==> src/rtl/gpt_pkg.sv <==
package gpt_pkg;

  typedef enum logic [1:0] {
    MODE_ONESHOT  = 2'd0,
    MODE_REPEAT   = 2'd1,
    MODE_FREE_ALT = 2'd2,
    MODE_FREE     = 2'd3
  } gpt_mode_e;

  // control word bit positions
  localparam int CTRL_EN_BIT   = 0;
  localparam int CTRL_CLR_BIT  = 1;
  localparam int CTRL_MODE_LSB = 4;

  // clock word bit positions
  localparam int CLK_DIV_BIT = 0;
  localparam int CLK_SRC_BIT = 4;

  // word selectors inside a channel page (address bits 3:2)
  localparam logic [1:0] REG_CTRL = 2'd0;
  localparam logic [1:0] REG_CLK  = 2'd1;
  localparam logic [1:0] REG_CNT  = 2'd2;
  localparam logic [1:0] REG_CMP  = 2'd3;

  // word selectors inside the global page
  localparam logic [1:0] GLB_IEN = 2'd0;
  localparam logic [1:0] GLB_ACK = 2'd2;

endpackage

==> src/rtl/gpt_tick_sel.sv <==
module gpt_tick_sel (
  input  logic clk,
  input  logic rst_n,
  input  logic src_sel,
  input  logic div2,
  input  logic run,
  input  logic phase_clr,
  input  logic tick_fast,
  input  logic tick_slow,
  output logic tick
);

  logic src_tick;
  logic phase_q;

  assign src_tick = src_sel ? tick_slow : tick_fast;

  // divide-by-2 phase: the second source tick after a clear qualifies
  always_ff @(posedge clk) begin
    if (!rst_n) begin
      phase_q <= 1'b0;
    end else if (phase_clr) begin
      phase_q <= 1'b0;
    end else if (run && src_tick && div2) begin
      phase_q <= ~phase_q;
    end
  end

  assign tick = run && src_tick && (!div2 || phase_q);

endmodule

==> src/rtl/gpt_counter.sv <==
module gpt_counter
  import gpt_pkg::*;
#(
  parameter int CNT_W = 32
) (
  input  logic             clk,
  input  logic             rst_n,
  input  logic             tick,
  input  logic             ctrl_wr,
  input  logic             ctrl_en,
  input  logic             ctrl_clr,
  input  gpt_mode_e        ctrl_mode,
  input  logic [CNT_W-1:0] cmp_val,
  output logic             en_q,
  output gpt_mode_e        mode_q,
  output logic [CNT_W-1:0] cnt_q,
  output logic             hit
);

  logic uses_cmp;

  // modes with bit 1 set are free-running and never compare
  assign uses_cmp = !mode_q[1];
  assign hit      = en_q && tick && !ctrl_wr && uses_cmp && (cnt_q == cmp_val);

  always_ff @(posedge clk) begin
    if (!rst_n) begin
      en_q   <= 1'b0;
      mode_q <= MODE_ONESHOT;
      cnt_q  <= '0;
    end else if (ctrl_wr) begin
      // a control write owns the cycle; the tick is dropped
      en_q   <= ctrl_en;
      mode_q <= ctrl_mode;
      if (ctrl_clr) cnt_q <= '0;
    end else if (en_q && tick) begin
      if (hit) begin
        if (mode_q == MODE_ONESHOT) en_q <= 1'b0;
        else                        cnt_q <= '0;
      end else begin
        cnt_q <= cnt_q + 1'b1;
      end
    end
  end

endmodule

==> src/rtl/gpt_channel.sv <==
module gpt_channel
  import gpt_pkg::*;
#(
  parameter int CNT_W  = 32,
  parameter int DATA_W = 32
) (
  input  logic              clk,
  input  logic              rst_n,
  input  logic              tick_fast,
  input  logic              tick_slow,
  input  logic              wr_ctrl,
  input  logic              wr_clk,
  input  logic              wr_cmp,
  input  logic [DATA_W-1:0] wdata,
  input  logic              ack_clr,
  output logic [DATA_W-1:0] rd_ctrl,
  output logic [DATA_W-1:0] rd_clk,
  output logic [DATA_W-1:0] rd_cnt,
  output logic [DATA_W-1:0] rd_cmp,
  output logic              en_q,
  output gpt_mode_e         mode_q,
  output logic [CNT_W-1:0]  cnt_q,
  output logic              pend_q
);

  logic             src_q;
  logic             div_q;
  logic [CNT_W-1:0] cmp_q;
  logic             tick;
  logic             hit;
  logic             clr_req;

  assign clr_req = wr_ctrl && wdata[CTRL_CLR_BIT];

  always_ff @(posedge clk) begin
    if (!rst_n) begin
      src_q <= 1'b0;
      div_q <= 1'b0;
      cmp_q <= '0;
    end else begin
      if (wr_clk) begin
        src_q <= wdata[CLK_SRC_BIT];
        div_q <= wdata[CLK_DIV_BIT];
      end
      if (wr_cmp) cmp_q <= wdata[CNT_W-1:0];
    end
  end

  gpt_tick_sel u_tick (
    .clk       (clk),
    .rst_n     (rst_n),
    .src_sel   (src_q),
    .div2      (div_q),
    .run       (en_q),
    .phase_clr (clr_req),
    .tick_fast (tick_fast),
    .tick_slow (tick_slow),
    .tick      (tick)
  );

  gpt_counter #(.CNT_W(CNT_W)) u_cnt (
    .clk       (clk),
    .rst_n     (rst_n),
    .tick      (tick),
    .ctrl_wr   (wr_ctrl),
    .ctrl_en   (wdata[CTRL_EN_BIT]),
    .ctrl_clr  (wdata[CTRL_CLR_BIT]),
    .ctrl_mode (gpt_mode_e'(wdata[CTRL_MODE_LSB +: 2])),
    .cmp_val   (cmp_q),
    .en_q      (en_q),
    .mode_q    (mode_q),
    .cnt_q     (cnt_q),
    .hit       (hit)
  );

  // a new match wins over a coincident acknowledge
  always_ff @(posedge clk) begin
    if (!rst_n)       pend_q <= 1'b0;
    else if (hit)     pend_q <= 1'b1;
    else if (ack_clr) pend_q <= 1'b0;
  end

  always_comb begin
    rd_ctrl = '0;
    rd_ctrl[CTRL_EN_BIT] = en_q;
    rd_ctrl[CTRL_MODE_LSB +: 2] = mode_q;
    rd_clk = '0;
    rd_clk[CLK_SRC_BIT] = src_q;
    rd_clk[CLK_DIV_BIT] = div_q;
    rd_cnt = '0;
    rd_cnt[CNT_W-1:0] = cnt_q;
    rd_cmp = '0;
    rd_cmp[CNT_W-1:0] = cmp_q;
  end

endmodule

==> src/rtl/gpt_multi_timer.sv <==
module gpt_multi_timer
  import gpt_pkg::*;
#(
  parameter int NUM_TIMERS = 6,
  parameter int CNT_W      = 32,
  parameter int ADDR_W     = 8,
  parameter int DATA_W     = 32
) (
  input  logic              clk,
  input  logic              rst_n,
  input  logic [ADDR_W-1:0] bus_addr,
  input  logic              bus_wr,
  input  logic              bus_rd,
  input  logic [DATA_W-1:0] bus_wdata,
  output logic [DATA_W-1:0] bus_rdata,
  input  logic              tick_fast,
  input  logic              tick_slow,
  output logic              irq
);

  localparam int PAGE_W = ADDR_W - 4;

  logic [PAGE_W-1:0] page;
  logic [1:0]        wsel;
  logic              glb_hit;
  logic [NUM_TIMERS-1:0] chan_hit;
  logic [NUM_TIMERS-1:0] ien_q;
  logic [NUM_TIMERS-1:0] ack_bits;

  logic [NUM_TIMERS-1:0]            en_vec;
  logic [NUM_TIMERS-1:0]            pend_vec;
  logic [NUM_TIMERS-1:0][1:0]       mode_vec;
  logic [NUM_TIMERS-1:0][CNT_W-1:0] cnt_vec;

  logic [DATA_W-1:0] ch_ctrl [NUM_TIMERS];
  logic [DATA_W-1:0] ch_clk  [NUM_TIMERS];
  logic [DATA_W-1:0] ch_cnt  [NUM_TIMERS];
  logic [DATA_W-1:0] ch_cmp  [NUM_TIMERS];
  logic [DATA_W-1:0] rd_mux;

  assign page    = bus_addr[ADDR_W-1:4];
  assign wsel    = bus_addr[3:2];
  assign glb_hit = (page == '0);

  assign ack_bits = (bus_wr && glb_hit && wsel == GLB_ACK) ?
                    bus_wdata[NUM_TIMERS-1:0] : '0;

  always_ff @(posedge clk) begin
    if (!rst_n)                                 ien_q <= '0;
    else if (bus_wr && glb_hit && wsel == GLB_IEN) ien_q <= bus_wdata[NUM_TIMERS-1:0];
  end

  for (genvar i = 0; i < NUM_TIMERS; i++) begin : g_ch
    localparam logic [PAGE_W-1:0] PG = PAGE_W'(i + 1);
    gpt_mode_e mode_i;

    assign chan_hit[i] = (page == PG);

    gpt_channel #(.CNT_W(CNT_W), .DATA_W(DATA_W)) u_ch (
      .clk       (clk),
      .rst_n     (rst_n),
      .tick_fast (tick_fast),
      .tick_slow (tick_slow),
      .wr_ctrl   (bus_wr && chan_hit[i] && wsel == REG_CTRL),
      .wr_clk    (bus_wr && chan_hit[i] && wsel == REG_CLK),
      .wr_cmp    (bus_wr && chan_hit[i] && wsel == REG_CMP),
      .wdata     (bus_wdata),
      .ack_clr   (ack_bits[i]),
      .rd_ctrl   (ch_ctrl[i]),
      .rd_clk    (ch_clk[i]),
      .rd_cnt    (ch_cnt[i]),
      .rd_cmp    (ch_cmp[i]),
      .en_q      (en_vec[i]),
      .mode_q    (mode_i),
      .cnt_q     (cnt_vec[i]),
      .pend_q    (pend_vec[i])
    );

    assign mode_vec[i] = mode_i;
  end

  always_comb begin
    rd_mux = '0;
    if (glb_hit) begin
      case (wsel)
        GLB_IEN: rd_mux[NUM_TIMERS-1:0] = ien_q;
        GLB_ACK: rd_mux[NUM_TIMERS-1:0] = pend_vec;
        default: rd_mux = '0;
      endcase
    end
    for (int i = 0; i < NUM_TIMERS; i++) begin
      if (chan_hit[i]) begin
        case (wsel)
          REG_CTRL: rd_mux = ch_ctrl[i];
          REG_CLK:  rd_mux = ch_clk[i];
          REG_CNT:  rd_mux = ch_cnt[i];
          default:  rd_mux = ch_cmp[i];
        endcase
      end
    end
  end

  always_ff @(posedge clk) begin
    if (!rst_n)      bus_rdata <= '0;
    else if (bus_rd) bus_rdata <= rd_mux;
  end

  assign irq = |(pend_vec & ien_q);

endmodule

==> config.mk <==
export PLATFORM = sky130hd
export DESIGN_NAME = gpt_multi_timer
export DESIGN_NICKNAME = d
export VERILOG_FILES = /design/src/rtl/gpt_pkg.sv /design/src/rtl/gpt_tick_sel.sv /design/src/rtl/gpt_counter.sv /design/src/rtl/gpt_channel.sv /design/src/rtl/gpt_multi_timer.sv
export SDC_FILE = /design/constraint.sdc
export NUM_CORES = 1
export LEC_CHECK = 0
export ABC_AREA = 1
export BUFFER_PORTS_ARGS = -buffer_cell sky130_fd_sc_hd__buf_2
export CAP_MARGIN = 20
export CORE_ASPECT_RATIO = 1.2
export CORE_UTILIZATION = 45
export CTS_CLUSTER_DIAMETER = 120
export CTS_CLUSTER_SIZE = 40
export DETAILED_ROUTE_END_ITERATION = 6
export SLEW_MARGIN = 10
export SYNTH_ARGS = -nofsm -noshare
export SYNTH_HDL_FRONTEND = slang
export SYNTH_HIERARCHICAL = 1
export SYNTH_SLANG_ARGS = --single-unit
==> constraint.sdc <==
create_clock -name clk -period 3.9 [get_ports clk]
set_input_delay 0.78 -clock clk [delete_from_list [all_inputs] [get_ports clk]]
set_output_delay 0.78 -clock clk [all_outputs]
set_load 0.02 [all_outputs]
After elaboration in Yosys (flattened, before gate mapping)
Index checks and enable logic that the tools add are counted.
{"block": "totals", "reg_bits": 464, "latch_bits": 0, "ramBits": 0, "romBits": 0, "input_bits": 46, "word_cells": 323, "memories": 0}
{"block": "classes", "add_sub_neg": 6, "n_mul": 0, "div": 0, "n_lt_le_gt_ge": 0, "n_eq_ne": 27, "shifts": 0, "mux": 82, "bitwise": 8, "n_reduce_logical": 150}
{"cell": "32-bit 2-to-1 mux", "count": 31}
{"cell": "32-bit case mux with 3 select lines", "count": 6}
{"cell": "32-bit by 1-bit adder with 32-bit output, second input constant", "count": 6}
{"cell": "32-bit == test", "count": 6}
{"cell": "1-bit logical AND", "count": 75}
{"cell": "2-bit nonzero test", "count": 24}
{"cell": "1-bit 2-to-1 mux", "count": 42}
{"cell": "3-bit AND reduction", "count": 12}
{"cell": "1-bit zero test", "count": 18}
{"cell": "3-bit inequality test, second input constant", "count": 6}
{"cell": "2-bit zero test", "count": 7}
{"cell": "4-bit by 3-bit == test with 1-bit output, second input constant", "count": 3}
{"cell": "6-bit 2-to-1 mux", "count": 2}
{"cell": "2-bit inequality test, second input constant", "count": 6}
{"cell": "6-bit case mux with 2 select lines", "count": 1}
{"cell": "2-bit OR reduction", "count": 6}
{"cell": "4-bit by 2-bit == test with 1-bit output, second input constant", "count": 2}
{"cell": "1-bit NOT", "count": 7}
{"cell": "6-bit AND", "count": 1}
{"cell": "1-bit logical OR", "count": 6}
{"cell": "6-bit OR reduction", "count": 1}
{"cell": "2-bit == test, second input constant", "count": 2}
{"cell": "4-bit by 1-bit == test with 1-bit output, second input constant", "count": 1}
{"cell": "4-bit zero test", "count": 1}
{"cell": "2-bit by 1-bit == test with 1-bit output, second input constant", "count": 1}

Longest topological paths before layout
Gate-level depths: netlist (run 1).
{"block": "depth", "word_depth": 10, "depth_mapped": 20}

Cells and area by module
The synthesis (run 1) kept the hierarchy.
{"module": "gpt_counter", "instances": 6, "cells_each": 693, "area_per_inst_um2": 3458.3, "seq_area_each_um2": 700.7}
{"module": "gpt_channel", "instances": 6, "cells_each": 252, "area_per_inst_um2": 1995.7, "seq_area_each_um2": 700.7}
{"module": "gpt_multi_timer", "instances": 1, "cells_each": 1708, "area_per_inst_um2": 7983.9, "seq_area_each_um2": 760.7}
{"module": "gpt_tick_sel", "instances": 6, "cells_each": 21, "area_per_inst_um2": 97.6, "seq_area_each_um2": 20.0}

Worst setup path after synthesis (run 1)
No wires, ideal clock.
{"block": "synth_path", "path_type": "in2reg", "startpoint": "input bus_addr[6]", "endpoint": "register g_ch[4].u_ch.u_cnt.cnt_q[25]", "setup_ns": 0.113, "arrival_ns": 3.006, "required_ns": 3.787, "slack_ns": 0.781, "cell_stages": 20, "path_buffers": 3, "path_cell_list": "inv_1 nor2_1 inv_1 nor3_2 clkbuf_1 nand2_1 nor2_1 clkinv_2 nand2_1 nor2_2 nand3_1 nor2_1 nand2_1 nor2_2 nand3_4 nand2_2 buf_6 buf_6 nor2_1 nor2_1"}
{"block": "synth_between", "elab_chain_cells": 10, "elab_cells_between_ends": 14}
{"item": "start: declaration", "line_no": "gpt_multi_timer.sv:11", "rtl": "input logic [ADDR_W-1:0] bus_addr,"}
{"item": "4-bit by 3-bit == test with 1-bit output *", "line_no": "gpt_multi_timer.sv:57", "rtl": "assign chan_hit[i] = (page == PG);"}
{"item": "1-bit logical AND * (2 in series)", "line_no": "gpt_multi_timer.sv:64", "rtl": ".wr_ctrl (bus_wr && chan_hit[i] && wsel == REG_CTRL),"}
{"item": "1-bit zero test", "line_no": "gpt_counter.sv:24", "rtl": "assign hit = en_q && tick && !ctrl_wr && uses_cmp && (cnt_q == cmp_val);"}
{"item": "1-bit logical AND (3 in series)", "line_no": "gpt_counter.sv:24"}
{"item": "32-bit 2-to-1 mux", "line_no": "gpt_counter.sv:37", "rtl": "if (hit) begin"}
{"item": "32-bit 2-to-1 mux", "line_no": "gpt_counter.sv:36", "rtl": "end else if (en_q && tick) begin"}
{"item": "32-bit 2-to-1 mux", "line_no": "gpt_counter.sv:31", "rtl": "end else if (ctrl_wr) begin"}
{"item": "end signal: assignment", "line_no": "gpt_counter.sv:41", "rtl": "cnt_q <= cnt_q + 1'b1;"}
{"item": "end: declaration", "line_no": "gpt_counter.sv:16", "rtl": "output logic [CNT_W-1:0] cnt_q,"}
Every way passes the cells marked *; elsewhere a longest branch is shown, timed or not. The select of a mux whose other input is x is not followed.
A chain may end at the register's enable or synchronous reset.

Final worst setup path (run 1)
{"block": "layout_path", "startpoint": "input bus_addr[3]", "endpoint": "register g_ch[2].u_ch.u_cnt.cnt_q[31]"}
{"block": "layout_between", "elab_chain_cells": 9, "elab_cells_between_ends": 13}
{"item": "2-bit zero test *", "line_no": "gpt_multi_timer.sv:64"}
{"item": "1-bit logical AND *", "line_no": "gpt_multi_timer.sv:64"}
{"item": "1-bit zero test", "line_no": "gpt_counter.sv:24"}
{"item": "1-bit logical AND (3 in series)", "line_no": "gpt_counter.sv:24"}
{"item": "32-bit 2-to-1 mux", "line_no": "gpt_counter.sv:37"}
{"item": "32-bit 2-to-1 mux", "line_no": "gpt_counter.sv:36"}
{"item": "32-bit 2-to-1 mux", "line_no": "gpt_counter.sv:31"}
{"item": "end signal: assignment", "line_no": "gpt_counter.sv:41"}
{"item": "end: declaration", "line_no": "gpt_counter.sv:16"}
Marks and branches as above.

==> flow_summary_export.csv, run 1 <==
group,metric,value,unit
floorplanning,placeableCoreArea,0.0908,mm^2
floorplanning,die_area,0.0930,mm^2
yosys,synth.mux.area_fraction,0,%
yosys,dominant_synthesized_flop_cell,"sky130_fd_sc_hd__dfxtp_1",
pwr,peakVddDrop,363,uV
cts,clkSinkCount,464,
timing,max_slew_headroom,30.0,%
cts,cts_max_level,1,
detailed_routing,highest_metal_layer_with_signal_wires,"met5",
placement,dp_hpwl,119000,um
floorplanning,die_y,334,um
yosys,synth-adder-area-share,0.182,%
worst_setup_path,critical_path.reg2reg.startpoint,"g_ch[2].u_ch/src_q$_SDFFE_PN0P_",
run_status,outcome,"finished, violations left",
detailed_routing,antenna_left,0,
cts,cts_max_path_buffers,3,
timing,max_slew.worst_pin.slew,1.05,ns
grt,number_of_global_route_vias_before_repair,38400,
yosys,seq_area_frac_synth,22.5,%
yosys,synth_compound_gate_area_share,5.88,%
worst_hold_path,worstHoldStart,"g_ch[2].u_ch/u_cnt/mode_q[1]$_SDFFE_PN0P_",
cts,resized_cells_post_cts,0,
yosys,syn_area_per_cell,5.50,um^2
timing,timing.fmax,328,MHz
yosys,synth_area,0.0413,mm^2
detailed_routing,drt_iter0_drcs,4430,
yosys,yosys_reg_bits,464,
placement,globalplace.congestion,0.994,
floorplanning,floorplan.die.width,279,um
final_layout,areaGrowthSynthToFinish,-2.61,%
yosys,ys_warn_count,6,
yosys,synth_top_cell_area_share,22.5,%
placement,placedCellCount,8322,
run_status,failed_checks,"design-rule violations",
yosys,synth_top_area_cell,"sky130_fd_sc_hd__dfxtp_1",
timing,finClkSkew,0.0517,ns
yosys,netlist_instances,7504,
detailed_routing,drt_pass1_iterations,7,
timing,layout_worst_path_cycle_share,78.3,%
worst_setup_path,worstPathMaxFanout,21,
detailed_routing,route.detailed.wl_per_inst,19.5,um
grt,grt_max_degree,156,
worst_setup_path,worstSetupStartpointType,"primary input",
cts,tritoncts_clock_tree,"yes",
worst_setup_path,worstPathArrival,3.60,ns
detailed_routing,routedLengthMet1,67600,um
cts,post_cts.repair.setup_buffers,0,
floorplanning,num_io_pins,79,
pwr,power-per-cell-area,238,mW/mm^2
yosys,synth-simple-area-share,47.2,%
yosys,combinational_family_with_the_most_area_after_synthesis,"simple AND/OR/NAND/NOR gates",
cts,clk-insertion-delay-late,0.67,ns
cts,cts.root.buffer_cell,"sky130_fd_sc_hd__clkbuf_16",
cts,worst_setup_hold_path_clk_slew,0.13,ns
yosys,async_reset_ff_share,0,%
yosys,yosysMostFrequentCell,"sky130_fd_sc_hd__nand2_1",
yosys,post_synth_xor_area_fraction,1.53,%
detailed_routing,wl,163000,um
timing,hold_violations,0,
grt,initial_antenna_violation_count,6,
flow_run,drv.max_cap_violation_count,0,
floorplanning,starting_utilization_of_the_core_area,45.5,%
worst_setup_path,setup.worst_path.class,"in -> reg",
worst_setup_path,cp_data_required_time,4.45,ns
cts,postCtsHoldBufs,0,
placement,port_buffers,76,
cts,cts_buffers,23,
yosys,synth_edf_count,0,
yosys,synth_cell_type_count,39,
worst_setup_path,end_kind,"flip-flop",
detailed_routing,wl_met2,72800,um
yosys,synth_top_cells_by_count,"2283 x sky130_fd_sc_hd__nand2_1, 1405 x sky130_fd_sc_hd__nor2_1, 813 x sky130_fd_sc_hd__inv_1",
detailed_routing,detailed_route_drc_error_count,10,
timing,finalMaxSlewViolations,0,
detailed_routing,num_vias,42900,
timing,final.setup.tns,0,ns
final_layout,postLayoutCoreUtil,44.3,%
detailed_routing,via_per_instance_ratio,5.13,
grt,grt-ovfl-total,0,
final_layout,stdcell_count,8366,
grt,groute.usage.overall,34.2,%
grt,wire_length_of_the_first_global_routing_pass,242000,um
worst_hold_path,class_of_the_tightest_hold_or_removal_check,"reg -> reg",
final_layout,finish.net_count,7231,
worst_setup_path,crit_start,"bus_addr[3]",
floorplanning,fp-row-count,121,
pwr,standby_leakage_power,20.5,nW
yosys,post_synth_main_area_contributors,"sky130_fd_sc_hd__dfxtp_1 22%, sky130_fd_sc_hd__nand2_1 21%, sky130_fd_sc_hd__nor2_1 13%",
timing,timing.final.crit_period,3.05,ns
timing,grt_setup_unrepaired,"no",
final_layout,post_route_cells_drive_above_1_share,5.61,%
timing,finalSetupViolations,0,
detailed_routing,met3_length,11300,um
-- final cells by class --
class,count,area [um^2]
Inverter,887,3340
Sequential cell,464,9290
Antenna cell,2,5.00
Timing Repair Buffer,171,1270
Clock buffer,26,617
Clock inverter,16,236
Multi-Input combinational cell,5632,24000
Fill cell,10300,50600
Tap cell,1168,1460
-- routing by layer --
layer  vias up  track usage [%]
met5         -                0
met4         2             19.9
met3       351             3.28
met2      1617             55.5
met1     19500             44.1
li1      21400                -
-- critical path, cell delays in order --
cell	delay, ns
sky130_fd_sc_hd__buf_4	0.35
sky130_fd_sc_hd__nor2_4	0.07
sky130_fd_sc_hd__inv_2	0.33
sky130_fd_sc_hd__nor2_1	0.15
sky130_fd_sc_hd__clkinv_2	0.07
sky130_fd_sc_hd__nand2_1	0.07
sky130_fd_sc_hd__nor2_2	0.16
sky130_fd_sc_hd__nand2_1	0.08
sky130_fd_sc_hd__nor2_1	0.11
sky130_fd_sc_hd__nand2_1	0.05
sky130_fd_sc_hd__nor2_1	0.10
sky130_fd_sc_hd__nand3_1	0.47
sky130_fd_sc_hd__nand2_1	0.54
sky130_fd_sc_hd__nor2_1	0.09
sky130_fd_sc_hd__nor2_1	0.09
sky130_fd_sc_hd__nor2_1	0.05
-- per-stage QoR --
step                setup slack, ns  power [mW]  instance area [um^2]  hold slack, ns
floorplan                     0.781        5.95                 42600           0.444
global placement              0.255        6.23                 39400           0.461
detailed placement            0.264        6.23                 39400           0.468
CTS                           0.948        9.60                 40200           0.487
global route                  0.727        9.88                 40200           0.514
finish                        0.848        9.57                 40200           0.491
-- final timing paths --
kind	endpoint	slack, ns	cells after the start
worst max register to register	g_ch[2].u_ch/u_cnt/cnt_q[31]$_SDFFE_PN0P_	1.19	15
worst min-delay path	g_ch[2].u_ch/u_cnt/mode_q[1]$_SDFFE_PN0P_	0.49	2
worst max-delay path	g_ch[2].u_ch/u_cnt/cnt_q[31]$_SDFFE_PN0P_	0.85	16
worst min register to register	g_ch[2].u_ch/u_cnt/mode_q[1]$_SDFFE_PN0P_	0.49	2
-- sequential cells by signal (all words and copies together) (netlist names) --
register                  cells
g_ch.u_ch/div_q               6
g_ch.u_ch/pend_q              6
g_ch.u_ch/rd_cmp            192
g_ch.u_ch/u_cnt/en_q          6
g_ch.u_ch/u_tick/phase_q      6
g_ch.u_ch/u_cnt/cnt_q       192
g_ch.u_ch/src_q               6
ien_q                         6
bus_rdata                    32
g_ch.u_ch/u_cnt/mode_q       12
-- placed cells by master (no fill, tap or decap), drive strengths merged, types with 18 or more instances in the layout --
cell,netlist,routed
a21oi,84,84
or2,18,18
nand3,662,662
o21ai,359,359
conb,6,354
nand4,126,126
xor2,36,36
xnor2,36,36
and2,18,18
nor3,109,109
buf,772,171
nand2,2290,2290
inv,875,886
dfxtp,464,464
clkbuf,97,26
nor2,1486,1486
-- report_power, final --
group / switching [mW] / internal [mW] / leakage [nW]
combinational: 0.992 / 0.337 / 16.3
clock: 2.12 / 1.28 / 0.417
sequential: 0.0588 / 4.78 / 3.75
total: 3.17 / 6.41 / 20.5
-- cells by family after synthesis --
family	after synthesis
AOI/OAI and AO/OA	470
xor gates and xnor gates	72
adders and majority gates	6
buffers and inverters	1756
DFF	464
other	6
and+or+nand+nor	4730
Note: power is estimated with default switching activity, not from simulation.
==> run 2: changes to the inputs <==
==> constraint.sdc (replaced) <==
create_clock -name clk -period 2.99 [get_ports clk]
set_input_delay 0.598 -clock clk [delete_from_list [all_inputs] [get_ports clk]]
set_output_delay 0.598 -clock clk [all_outputs]
set_load 0.02 [all_outputs]
==> run 2 against run 1 <==
The flow now finishes without violations. Routed wire length shrank 0.14%. Sequential share of layout area shrank 0.55 points. Register-to-register slack worse by 0.69 ns. Critical endpoint is now irq.
==> flow_summary_export.csv, run 2 (synthesis gave the netlist of run 1 again) <==
group,metric,value,unit
run_status,outcome,"complete, no violations",
pwr,peakVddDrop,381,uV
timing,finalMaxSlewViolations,0,
flow_run,drv.max_cap_violation_count,0,
timing,max_slew_headroom,31.7,%
timing,final_critical_path_setup_slack,0.336,ns
pwr,combPwrFrac,13.9,%
final_layout,filler_cell_count,10200,
worst_hold_path,min_delay_worst_endpoint,"g_ch[5].u_ch/rd_cmp[2]$_SDFFE_PN0P_",
cts,clkSinkCount,464,
floorplanning,placeableCoreArea,0.0908,mm^2
detailed_routing,drt_pass1_iterations,6,
cts,clk-insertion-delay-late,0.66,ns
placement,port_buffers,76,
detailed_routing,route.detailed.wl_per_inst,19.3,um
timing,layout_worst_path_cycle_share,88.8,%
final_layout,post_route_cells_drive_above_1_share,6.46,%
floorplanning,fp-row-count,121,
pwr,standby_leakage_power,21.0,nW
floorplanning,floorplan.die.width,279,um
worst_setup_path,end_kind,"output port",
detailed_routing,wl,163000,um
grt,number_of_global_route_vias_before_repair,39200,
timing,hold_violations,0,
floorplanning,die_area,0.0930,mm^2
worst_setup_path,worstPathArrival,2.06,ns
pwr,switching_share,33.3,%
cts,cts.root.buffer_cell,"sky130_fd_sc_hd__clkbuf_16",
worst_setup_path,critical_path.reg2reg.startpoint,"g_ch[2].u_ch/src_q$_SDFFE_PN0P_",
worst_hold_path,worst_hold_path.num_cells,3,
final_layout,fin_area,0.0412,mm^2
placement,placed_area,0.0402,mm^2
cts,resized_cells_post_cts,0,
worst_hold_path,worstHoldStart,"bus_wdata[2]",
detailed_routing,via_per_instance_ratio,5.08,
worst_setup_path,worst_r2r_path_depth,15,
worst_setup_path,cp_data_required_time,2.39,ns
timing,final.setup.tns,0,ns
placement,dp_hpwl,121000,um
placement,globalplace.congestion,1.03,
detailed_routing,num_vias,42900,
cts,tritoncts_clock_tree,"yes",
worst_setup_path,reg_to_reg_end,"g_ch[2].u_ch/u_cnt/cnt_q[25]$_SDFFE_PN0P_",
cts,post_cts.repair.setup_buffers,0,
timing,grt_setup_unrepaired,"no",
final_layout,finish.net_count,7297,
floorplanning,num_io_pins,79,
cts,cts_max_path_buffers,3,
pwr,switching_power,4.26,mW
grt,grt_max_degree,188,
placement,placedCellCount,8387,
grt,grt-ovfl-total,0,
final_layout,mostFrequentLayoutCells,"2282 x sky130_fd_sc_hd__nand2_1, 1397 x sky130_fd_sc_hd__nor2_1, 812 x sky130_fd_sc_hd__inv_1",
final_layout,areaGrowthSynthToFinish,-0.248,%
cts,worst_setup_hold_path_clk_slew,0.14,ns
cts,cts_buffers,23,
pwr,power-per-cell-area,311,mW/mm^2
floorplanning,starting_utilization_of_the_core_area,45.5,%
pwr,cellInternalPower,8.54,mW
grt,initial_antenna_violation_count,13,
timing,max_slew.worst_pin.slew,1.02,ns
grt,groute.usage.overall,34.3,%
worst_setup_path,setup.worst_path.class,"reg -> out",
detailed_routing,drt_iter0_drcs,4165,
detailed_routing,detailed_route_drc_error_count,0,
timing,finClkSkew,0.0335,ns
pwr,power.share.clock,36.8,%
final_layout,stdcell_count,8435,
worst_setup_path,r2r_setup_slack,0.50,ns
cts,postCtsHoldBufs,0,
placement,place_ws,-0.130,ns
timing,timing.final.crit_period,2.65,ns
worst_setup_path,worstSetupStartpointType,"flip-flop",
worst_hold_path,class_of_the_tightest_hold_or_removal_check,"in -> reg",
grt,wire_length_of_the_first_global_routing_pass,244000,um
timing,timing.fmax,377,MHz
timing,finalSetupViolations,0,
final_layout,layout.cells.most_common,"sky130_fd_sc_hd__nand2_1",
pwr,seq_power_share,49.3,%
worst_setup_path,worstPathMaxFanout,3,
floorplanning,die_y,334,um
detailed_routing,antenna_left,0,
cts,cts_max_level,1,
-- run 2: routing by layer --
metal,up-vias,track usage [%],wire (um)
li1,21600,-,-
met1,19400,42.1,65700
met2,1513,56.3,73700
met3,384,5.25,11900
met4,20,21.5,11100
met5,-,0,136
-- run 2: worst max-delay path by stage --
stage / slack, ns / depth (start not counted) / end / from
after floorplan: 0.05 / 20 / g_ch[4].u_ch/u_cnt/cnt_q[25]$_SDFFE_PN0P_ / bus_addr[6]
after global placement: -0.14 / 16 / g_ch[2].u_ch/u_cnt/cnt_q[31]$_SDFFE_PN0P_ / bus_addr[2]
after detailed placement: -0.13 / 16 / g_ch[2].u_ch/u_cnt/cnt_q[27]$_SDFFE_PN0P_ / bus_addr[2]
after CTS: 0.34 / 4 / irq / g_ch[2].u_ch/pend_q$_SDFFE_PN0P_
after global routing: 0.21 / 4 / irq / g_ch[2].u_ch/pend_q$_SDFFE_PN0P_
final: 0.34 / 4 / irq / g_ch[2].u_ch/pend_q$_SDFFE_PN0P_
-- run 2: power by group through the flow --
stage,Sequential [mW],Combinational [mW],Clock [mW]
2_1_floorplan,6.45,1.31,0
3_3_place_gp,6.45,1.70,0
3_5_place_dp,6.45,1.71,0
4_1_cts,6.32,1.71,4.79
5_1_grt,6.32,1.91,4.98
6_report,6.32,1.77,4.71
-- run 2: metrics by stage --
step | utilization, % | power (mW) | hold WS, ns
floorplan | - | 7.76 | 0.444
global placement | 44.3 | 8.15 | 0.461
detailed placement | 44.3 | 8.16 | 0.461
CTS | 45.3 | 12.8 | 0.352
global route | 45.3 | 13.2 | 0.365
finish | 45.3 | 12.8 | 0.371
-- run 2: cell type report --
| class | instances | area, um^2 | share of cell area [%] |
|---|---|---|---|
| tap | 1168 | 1460 | 3.55 |
| clock inverter | 18 | 377 | 0.914 |
| antenna | 6 | 15.0 | 0.0365 |
| inverter | 887 | 3340 | 8.10 |
| sequential | 464 | 9290 | 22.6 |
| clock buffer | 23 | 576 | 1.40 |
| timing repair buffer | 237 | 2140 | 5.19 |
| multi-input combinational | 5632 | 24000 | 58.3 |
-- run 2: critical path, stage by stage (launching register included) --
cell and delay, ns:
sky130_fd_sc_hd__dfxtp_1 0.35, sky130_fd_sc_hd__a22o_1 0.23, sky130_fd_sc_hd__a221oi_1 0.26, sky130_fd_sc_hd__nand3_1 0.30, sky130_fd_sc_hd__buf_2 0.26
